**config.mk**
```make
export PLATFORM = sky130hd
export DESIGN_NAME = tx_slip_buffer
export DESIGN_NICKNAME = d
export VERILOG_FILES = /design/src/rtl/tsb_pkg.sv /design/src/rtl/tsb_wr_ctrl.sv /design/src/rtl/tsb_store.sv /design/src/rtl/tsb_rd_ctrl.sv /design/src/rtl/tx_slip_buffer.sv
export SDC_FILE = /design/constraint.sdc
export NUM_CORES = 1
export LEC_CHECK = 0
export ABC_AREA = 1
export BUFFER_PORTS_ARGS = -buffer_cell sky130_fd_sc_hd__buf_2
export CELL_PAD_IN_SITES_DETAIL_PLACEMENT = 0
export CELL_PAD_IN_SITES_GLOBAL_PLACEMENT = 1
export CORE_ASPECT_RATIO = 0.6
export CORE_UTILIZATION = 56
export CTS_BUF_LIST = sky130_fd_sc_hd__clkbuf_2 sky130_fd_sc_hd__clkbuf_4 sky130_fd_sc_hd__clkbuf_8
export DETAILED_ROUTE_END_ITERATION = 16
export PLACE_DENSITY = 0.93
export SYNTH_ARGS = -nofsm -noshare
export SYNTH_HDL_FRONTEND = slang
export SYNTH_SLANG_ARGS = --single-unit
```
**constraint.sdc**
```tcl
create_clock -name clk -period 4.75 [get_ports clk]
set_input_delay 0.2375 -clock clk [delete_from_list [all_inputs] [get_ports clk]]
set_output_delay 0.2375 -clock clk [all_outputs]
set_load 0.05 [all_outputs]
```
**src/rtl/tsb_pkg.sv**
```systemverilog
package tsb_pkg;
  typedef enum logic [1:0] {
    SLIP_NONE   = 2'd0,
    SLIP_REPEAT = 2'd1,
    SLIP_SKIP   = 2'd2
  } slip_kind_e;
endpackage

```
**src/rtl/tsb_wr_ctrl.sv**
```systemverilog
module tsb_wr_ctrl #(
  parameter int BP_SLOTS = 32,
  parameter int SLOTS    = 24,
  parameter int TS_FIRST = 1,
  parameter int DEPTH    = 48,
  parameter int PW       = 6,
  parameter int BSW      = 5
) (
  input  logic          clk,
  input  logic          rst,
  input  logic          beat,
  input  logic          sof,
  output logic          store_en,
  output logic [PW-1:0] wpos
);
  logic [BSW-1:0] next_slot;
  logic [BSW-1:0] cur_slot;

  always_comb begin
    cur_slot = sof ? '0 : next_slot;
    store_en = beat && (int'(cur_slot) >= TS_FIRST) && (int'(cur_slot) < TS_FIRST + SLOTS);
  end

  always_ff @(posedge clk) begin
    if (rst) begin
      next_slot <= '0;
      wpos      <= '0;
    end else begin
      if (beat) begin
        if (int'(cur_slot) == BP_SLOTS - 1) next_slot <= '0;
        else next_slot <= cur_slot + 1'b1;
      end
      if (store_en) begin
        if (int'(wpos) == DEPTH - 1) wpos <= '0;
        else wpos <= wpos + 1'b1;
      end
    end
  end
endmodule

```
**src/rtl/tsb_store.sv**
```systemverilog
module tsb_store #(
  parameter int DW    = 8,
  parameter int DEPTH = 48,
  parameter int PW    = 6
) (
  input  logic          clk,
  input  logic          rst,
  input  logic          we,
  input  logic [PW-1:0] waddr,
  input  logic [DW-1:0] wdata,
  input  logic [PW-1:0] raddr,
  output logic [DW-1:0] rdata
);
  logic [DW-1:0] cells [DEPTH];

  for (genvar g = 0; g < DEPTH; g++) begin : g_cell
    always_ff @(posedge clk) begin
      if (rst) cells[g] <= '0;
      else if (we && int'(waddr) == g) cells[g] <= wdata;
    end
  end

  always_comb begin
    rdata = '0;
    if (int'(raddr) < DEPTH) rdata = cells[raddr];
  end
endmodule

```
**src/rtl/tsb_rd_ctrl.sv**
```systemverilog
module tsb_rd_ctrl
  import tsb_pkg::*;
#(
  parameter int SLOTS    = 24,
  parameter int DEPTH    = 48,
  parameter int PW       = 6,
  parameter int NEAR_GAP = 4,
  parameter int MAX_DLY  = 40
) (
  input  logic          clk,
  input  logic          rst,
  input  logic          step,
  input  logic          cfg_we,
  input  logic [PW-1:0] cfg_dly,
  input  logic          irq_mask,
  input  logic [PW-1:0] wpos,
  output logic [PW-1:0] rpos,
  output logic          frame_start,
  output logic [PW-1:0] dly_meas,
  output logic          slip_irq,
  output logic          slip_stat,
  output logic          slip_dir
);
  localparam int PX = PW + 1;

  logic [PW-1:0] cand;
  logic          at_bound;
  logic [PX-1:0] gap;
  logic [PW-1:0] gap_n;
  logic [PW-1:0] cand_far;
  logic [PW-1:0] gap_far;
  logic [PW-1:0] preset_val;
  logic [PX-1:0] preset_sum;
  logic [PW-1:0] preset_pos;
  slip_kind_e    kind;

  function automatic logic [PW-1:0] mod_sub(input logic [PW-1:0] a, input logic [PW-1:0] b);
    logic [PX-1:0] t;
    t = {1'b0, a} + PX'(DEPTH) - {1'b0, b};
    if (int'(t) >= DEPTH) t = t - PX'(DEPTH);
    return t[PW-1:0];
  endfunction

  function automatic logic [PW-1:0] frame_hop(input logic [PW-1:0] p);
    if (int'(p) >= SLOTS) return p - PW'(SLOTS);
    else return p + PW'(SLOTS);
  endfunction

  always_comb begin
    cand     = (int'(rpos) == DEPTH - 1) ? '0 : rpos + 1'b1;
    at_bound = (int'(cand) == 0) || (int'(cand) == SLOTS);
    gap      = {1'b0, mod_sub(wpos, cand)};
    gap_n    = gap[PW-1:0];
    kind     = SLIP_NONE;
    if (at_bound) begin
      if (int'(gap) < NEAR_GAP) kind = SLIP_REPEAT;
      else if (int'(gap) > MAX_DLY) kind = SLIP_SKIP;
    end
    cand_far = frame_hop(cand);
    gap_far  = mod_sub(wpos, cand_far);
  end

  always_comb begin
    preset_val = (int'(cfg_dly) > SLOTS - 1) ? PW'(SLOTS - 1) : cfg_dly;
    preset_sum = {1'b0, wpos} + PX'(DEPTH) - {1'b0, preset_val};
    if (int'(preset_sum) >= DEPTH) preset_sum = preset_sum - PX'(DEPTH);
    preset_pos = preset_sum[PW-1:0];
  end

  assign frame_start = (int'(rpos) == 0) || (int'(rpos) == SLOTS);

  always_ff @(posedge clk) begin
    if (rst) begin
      rpos      <= '0;
      dly_meas  <= '0;
      slip_irq  <= 1'b0;
      slip_stat <= 1'b0;
      slip_dir  <= 1'b0;
    end else begin
      slip_irq <= 1'b0;
      if (cfg_we) begin
        rpos     <= preset_pos;
        dly_meas <= preset_val;
      end else if (step) begin
        if (kind == SLIP_NONE) begin
          rpos <= cand;
          if (at_bound) dly_meas <= gap_n;
        end else begin
          rpos      <= cand_far;
          dly_meas  <= gap_far;
          slip_stat <= ~slip_stat;
          slip_dir  <= (kind == SLIP_REPEAT);
          slip_irq  <= ~irq_mask;
        end
      end
    end
  end
endmodule

```
**src/rtl/tx_slip_buffer.sv**
```systemverilog
module tx_slip_buffer #(
  parameter int DW       = 8,
  parameter int SLOTS    = 24,
  parameter int BP_SLOTS = 32,
  parameter int TS_FIRST = 1,
  parameter int NEAR_GAP = 4,
  parameter int MAX_DLY  = 40,
  parameter int PW       = 6
) (
  input  logic          clk,
  input  logic          rst,
  input  logic          wr_valid,
  output logic          wr_ready,
  input  logic          wr_sof,
  input  logic [DW-1:0] wr_data,
  output logic          rd_valid,
  input  logic          rd_ready,
  output logic          rd_sof,
  output logic [DW-1:0] rd_data,
  input  logic          cfg_dly_we,
  input  logic [PW-1:0] cfg_dly,
  output logic [PW-1:0] dly_meas,
  input  logic          irq_mask,
  output logic          slip_irq,
  output logic          slip_stat,
  output logic          slip_dir
);
  localparam int DEPTH = 2 * SLOTS;
  localparam int BSW   = $clog2(BP_SLOTS);

  logic          wbeat;
  logic          rstep;
  logic          store_en;
  logic [PW-1:0] wpos;
  logic [PW-1:0] rpos;

  assign wr_ready = ~rst;
  assign rd_valid = ~rst;
  assign wbeat    = wr_valid & wr_ready;
  assign rstep    = rd_valid & rd_ready;

  tsb_wr_ctrl #(
    .BP_SLOTS(BP_SLOTS), .SLOTS(SLOTS), .TS_FIRST(TS_FIRST),
    .DEPTH(DEPTH), .PW(PW), .BSW(BSW)
  ) u_wr (
    .clk(clk), .rst(rst), .beat(wbeat), .sof(wr_sof),
    .store_en(store_en), .wpos(wpos)
  );

  tsb_store #(.DW(DW), .DEPTH(DEPTH), .PW(PW)) u_store (
    .clk(clk), .rst(rst), .we(store_en), .waddr(wpos), .wdata(wr_data),
    .raddr(rpos), .rdata(rd_data)
  );

  tsb_rd_ctrl #(
    .SLOTS(SLOTS), .DEPTH(DEPTH), .PW(PW),
    .NEAR_GAP(NEAR_GAP), .MAX_DLY(MAX_DLY)
  ) u_rd (
    .clk(clk), .rst(rst), .step(rstep), .cfg_we(cfg_dly_we), .cfg_dly(cfg_dly),
    .irq_mask(irq_mask), .wpos(wpos), .rpos(rpos), .frame_start(rd_sof),
    .dly_meas(dly_meas), .slip_irq(slip_irq), .slip_stat(slip_stat),
    .slip_dir(slip_dir)
  );
endmodule

```
* Word-level counts from Yosys, hierarchy flattened
Memories as Yosys holds them, arrays and structs flattened. A register that Yosys moved wholly into a read port is not among the register bits.
Cells that the tools add are included.
W data, S select, Z words.
** Storage, ports and cells
- Bits in registers :: 26
- Output and inout bits :: 20
- RAM bits :: 384
- Memories kept :: 1
- Logic and storage cells :: 415
- Input port bits :: 21
** Memory list
- u_store.cells :: words 48, width 8, read ports 1, clocked after memory_dff 1, wr ports 48, RTL line tsb_store.sv:14 : logic [DW-1:0] cells [DEPTH];
** Cells by class
- Eq/ne operators :: 53
- Add/subtract/negate cells :: 12
- Magnitude comparators :: 10
- Reduce and logical (&&, ||, !) cells :: 60
- Muxes and demuxes :: 216
- Bitwise operators :: 56
** Operators by type and width (number)
- $mux W8 :: 49
- $eq A6 B6 Y1 const B :: 35
- $mux W1 :: 146
- $mux W6 :: 16
- $logic_and A1 B1 Y1 :: 50
- $eq A6 B5 Y1 const B :: 8
- $or A1 B1 Y1 :: 48
- $eq A6 B4 Y1 const B :: 4
- $ge A7 B6 Y1 const B :: 3
- $sub A7 B6 Y7 :: 3
- $logic_not A6 Y1 :: 3
- $sub A6 B6 Y6 const B :: 3
- $add A6 B1 Y6 const B :: 2
- $eq A6 B3 Y1 const B :: 2
- $mux W5 :: 2
- $add A6 B6 Y7 const B :: 1
- $add A6 B5 Y6 const B :: 1
- $eq A6 B2 Y1 const B :: 1
- $ge A6 B5 Y1 const B :: 1
- $gt A6 B5 Y1 const B :: 1
- $gt A6 B6 Y1 const B :: 1
- $lt A6 B3 Y1 const B :: 1
- $lt A6 B6 Y1 const B :: 1
- $mux W2 :: 3
- other kinds (15) :: 22

* Depth between registers and ports, before layout
- Depth in word-level cells :: 15
- Depth in mapped cells :: 29

* Hierarchy
A second synthesis with hierarchy kept.
** Second synthesis, totals
- Cell total of the unflattened synthesis :: 2464
- Area, all modules :: 21262.9 um^2
** By module, submodules not included
- tsb_store :: area an instance 18385.1 um^2, cells each 2012, times used 1
- tsb_rd_ctrl :: area an instance 2154.6 um^2, cells each 346, times used 1
- tsb_wr_ctrl :: area an instance 696.9 um^2, cells each 100, times used 1
- tx_slip_buffer :: area an instance 26.3 um^2, cells each 6, times used 1

* Worst setup path before layout
OpenSTA, ideal clock, no wires.
- Kind :: register to register
- Start point :: register u_rd.rpos[0]
- End point :: register u_rd.slip_stat
- Library setup time :: 0.126 ns
- Stages on the path, launching flop included :: 25
- Period minus slack after synthesis :: 3.155 ns
- Data required time :: 4.624 ns
- Arrival time :: 3.029 ns
- Slack :: 1.595 ns
- Path buffers :: 0
- Cell sequence :: dfxtp_1 -> ha_1 -> nand2_2 -> nor2_4 -> a31oi_1 -> ha_1 -> inv_1 -> fa_1 -> nand3_1 -> nand2_1 -> nand2_1 -> nand2_2 -> ha_1 -> inv_1 -> nor2_1 -> nand3_2 -> nand4_2 -> nand2_1 -> nand2_1 -> nor2_1 -> nand2_2 -> nand2_4 -> nand3_4 -> xor2_1 -> nor2_2
** Between the ends
- Cells in the longest elaborated chain, start to end :: 12
- Elaborated cells between the ends (all ways) :: 18
- Those cells by class :: 3 x add/sub; 3 x order compare; 2 x eq/ne; 5 x mux; 1 x bitwise; 4 x reduce/logical
** RTL lines
- start: declaration :: RTL line tsb_rd_ctrl.sv:17 : output logic [PW-1:0] rpos,
- start signal: assignment :: RTL line tsb_rd_ctrl.sv:82 : rpos <= preset_pos;
- start signal: assignment :: RTL line tsb_rd_ctrl.sv:86 : rpos <= cand;
- start signal: assignment :: RTL line tsb_rd_ctrl.sv:89 : rpos <= cand_far;
- $add A6 B1 Y6 / $eq A6 B6 Y1 (equally long branches) :: RTL line tsb_rd_ctrl.sv:50 : cand = (int'(rpos) == DEPTH - 1) ? '0 : rpos + 1'b1;
- $mux W6 (*) :: RTL line tsb_rd_ctrl.sv:50
- $sub A7 B6 Y7 :: RTL line tsb_rd_ctrl.sv:39 : t = {1'b0, a} + PX'(DEPTH) - {1'b0, b};
- $sub A6 B6 Y6 / $ge A7 B6 Y1 (equally long branches) :: RTL line tsb_rd_ctrl.sv:40 : if (int'(t) >= DEPTH) t = t - PX'(DEPTH);
- $mux W6 :: RTL line tsb_rd_ctrl.sv:40
- $gt A6 B6 Y1 :: RTL line tsb_rd_ctrl.sv:57 : else if (int'(gap) > MAX_DLY) kind = SLIP_SKIP;
- $mux W2 :: RTL line tsb_rd_ctrl.sv:57
- $mux W2 :: RTL line tsb_rd_ctrl.sv:56 : if (int'(gap) < NEAR_GAP) kind = SLIP_REPEAT;
- $mux W2 (*) :: RTL line tsb_rd_ctrl.sv:55 : if (at_bound) begin
- $logic_not A2 Y1 (*) :: RTL line tsb_rd_ctrl.sv:85 : if (kind == SLIP_NONE) begin
- $not A1 Y1 (no source line) (*)
- $reduce_and A3 Y1 (no source line) (*)
- end signal: assignment :: RTL line tsb_rd_ctrl.sv:91 : slip_stat <= ~slip_stat;
- end: declaration :: RTL line tsb_rd_ctrl.sv:21 : output logic slip_stat,
Mark *: on every way between the ends. The rest lies on a longest branch, timed or not.
A chain may end at the register's enable or synchronous reset.

==> flow_metrics.py <==
metrics = {
    "outcome": {
        "status": "complete, no violations",
    },
    "sta": {
        "fin_hold_ws_ns": 0.02974,
        "final_hold_viol_count": 0,
        "fmax_mhz": 247.5,
        "max_slew_margin_pct": 20.50,
        "tightest_slew_ns": 1.191,
        "tns_ns": 0,
        "skew_ns": 0.02036,
        "rsz0062_at_grt": "false",
        "report.final.setup_viol": 0,
        "min_period_ns": 4.041,
        "final_max_slew_viol_count": 0,
        "fin_crit_sh_pct": 85.07,
    },
    "min_path": {
        "min_from": "cfg_dly[0]",
        "hold_path.class": "primary input to flip-flop",
        "min_to": "u_rd.dly_meas[0]",
        "hold-path-cell-count": 4,
    },
    "logic_synthesis": {
        "synth_cells": 2035,
        "ys.flop_type": "edfxtp_1",
        "avgSynthCellArea_sq_um": 9.795,
        "synth_nets": 2090,
        "syn-cell-area_sq_mm": 0.01993,
        "synth.distinct_cells": 47,
        "synth_seq_area_share_pct": 61.06,
        "synth_edf_count": 384,
        "async_reset_ff_share_pct": 0,
        "ys_warn_count": 0,
        "ys_ff_latch": 416,
    },
    "clock_tree": {
        "cts_setup_buffers": 0,
        "clock_latency_ns": 0.63,
        "cts_sinks": 416,
        "h-tree-depth": 2,
        "root_buffer": "clkbuf_8",
        "cts_tree": "built",
        "clkSlewWorstSetupHoldPaths_ns": 0.06,
        "cts_buffers": 59,
        "clk_path_buf_depth": 3,
        "ctsHoldBuffers": 6,
        "cts-resized-gates": 0,
    },
    "detailed_routing": {
        "vias_per_cell": 6.139,
        "drt-total-wl_mm": 54.65,
        "vias": 15590,
        "routedWlPerCell_um": 21.52,
        "first_pass_iters": 9,
        "detail-route-antenna-nets": 0,
        "drtIter0Drc": 2056,
        "remaining_drc_errors": 0,
    },
    "placement": {
        "io_buffers": 40,
        "place_inst": 2427,
        "gp_congestion": 0.9487,
        "hpwl_mm": 34.86,
    },
    "global_route": {
        "use_met2_pct": 40.90,
        "gr-usage-met1_pct": 47.32,
        "grt_pass1_vias": 14410,
        "met3_usage_pct": 8.553,
        "grt_pass1_wl_mm": 83.58,
        "antenna_found_initial": 0,
        "grt.overflow.total": 0,
        "track_usage_pct": 30.21,
        "grt_max_degree": 96,
        "grt-busiest-layer": "met1",
    },
    "floorplanning": {
        "io-pin-count": 41,
        "coreArea_sq_mm": 0.03501,
        "die_x_um": 245.6,
        "std_cell_rows": 53,
        "start_util_pct": 56.93,
        "die_area_sq_mm": 0.03638,
        "die_h_um": 148.1,
    },
    "flow_run": {
        "maxCapViolCount": 0,
    },
    "power_and_ir_drop": {
        "finalPower_mw": 8.302,
        "ir_drop_mv": 0.3262,
        "power.density_mw_per_mm2": 384.3,
        "cellLeakagePower_nw": 8.362,
    },
    "critical_path": {
        "arrival_ns": 3.80,
        "required_ns": 4.51,
        "worst_r2r_startpoint": "u_rd.rpos[0]",
        "rrSetupSlack_ns": 1.02,
        "timing_worst_setup_path_type": "flip-flop to output port",
        "critPathLaunchType": "flip-flop",
        "rr_worst_depth": 23,
        "slowest_stage": "dfxtp_4",
        "r2r-end": "u_rd.dly_meas[4]",
        "path_max_fanout": 80,
        "max_stage_delay_ns": 0.58,
        "cp-end-kind": "output port",
        "path_cells": "inv_4, buf_12, o21ai_0, o22ai_1, nor2_1, nor2_1, o21ai_0, a311oi_1, buf_2",
    },
    "layout": {
        "drive_gt1_share_pct": 11.48,
        "syn_to_final_growth_pct": 8.367,
        "layout.nets": 2082,
        "stdcell_count": 2540,
        "antenna_cells": 0,
    },
}
## per-layer routing
layer  vias to the layer above  wire length, um
met4                         0              932
met3                        87             8054
met5                         -                0
li1                       7055                -
met2                       981            22310
met1                      7471            23350
## how the worst max path moves through the flow
stage	to	slack, ns	startpoint
floorplan	u_rd.slip_stat	1.60	u_rd.rpos[0]
global placement	u_rd.slip_stat	1.28	u_rd.rpos[0]
detailed placement	u_rd.dly_meas[4]	1.13	u_rd.rpos[0]
CTS	rd_data[4]	0.80	flip-flop
global route	rd_data[3]	0.49	flip-flop
finish	rd_data[3]	0.71	flip-flop
## cell usage in the layout (no fill, tap or decap), types with 10 or more instances in the layout
cell	count
dfxtp_1	29
nor2_1	636
nand3_1	84
clkbuf_8	63
inv_2	20
o21ai_0	213
edfxtp_1	384
clkbuf_4	27
o221ai_1	72
nand4_1	10
o22ai_1	24
clkinv_1	11
inv_1	80
buf_2	40
xor2_1	10
a21oi_1	34
buf_4	15
nand2_1	157
nand2_2	37
ha_1	32
o211ai_1	17
## Yosys cell counts (5+ instances only)
library cell,count,area [sq um]
ha_1,32,400.4
edfxtp_1,384,11530
dfxtp_1,32,640.6
nor2_2,5,31.28
o221ai_1,72,630.6
o22ai_1,24,150.1
xor2_1,10,87.58
nor2_4,5,56.30
nand4_1,10,62.56
inv_2,11,41.29
clkbuf_1,106,397.9
nand3_1,84,420.4
nand2_2,37,231.5
buf_2,19,95.09
o21ai_0,213,1066
nand2_1,157,589.3
o211ai_1,17,127.6
buf_4,5,37.54
nor3_1,6,30.03
inv_1,90,337.8
a311oi_1,7,61.31
a21oi_1,34,170.2
nor2_1,636,2387
## cells by family after synthesis
kind of cell	after synthesis	share of synthesized area [%]
xor gates and xnor gates	14	0.6151
adders and majority gates	34	2.210
DFF	416	61.06
AOI/OAI and AO/OA	380	11.58
other	1	0.01881
and+or+nand+nor	955	19.83
buffers and inverters	235	4.683
## critical path, delay by kind of cell (launching register included)
| family | cells | cell delay [ns] |
|---|---|---|
| buffers and inverters | 3 | 1.13 |
| AOI/OAI and AO/OA | 4 | 0.91 |
| DFF | 1 | 0.58 |
| and+or+nand+nor | 2 | 0.48 |
## cell type report
class,instances,area (sq um)
fillers,2867,13410
flip-flops and latches,416,12180
multi-input cells,1384,6828
clock buffers,90,1070
well taps,467,584.3
repair buffers,64,432.9
inverters,102,385.4
clock inverters,17,122.6
## power by group
part	switching, mW	leakage (nW)	total, mW	internal, mW
clock	1.38	0.641	2.92	1.54
combinational	0.874	3.56	1.18	0.308
sequential	0.0726	4.16	4.20	4.13
total	2.33	8.36	8.30	5.98
## flip-flops by register name (all words and copies together), names as in the netlist, named ones only
signal and count:
u_rd.dly_meas 6, u_rd.rpos 6, u_rd.slip_dir 1, u_rd.slip_irq 1, u_rd.slip_stat 1, u_store.cells 384
u_wr.next_slot 5, u_wr.wpos 6
## per-stage QoR
step	cell area [sq um]	setup WS [ns]	util (%)
6_report	21600	0.7093	61.69
3_5_place_dp	20350	1.126	58.12
4_1_cts	21600	0.7963	61.69
3_3_place_gp	20350	1.275	58.12
5_1_grt	21600	0.4927	61.69
2_1_floorplan	19930	1.595	-
Power figures use the tool's default switching activity.
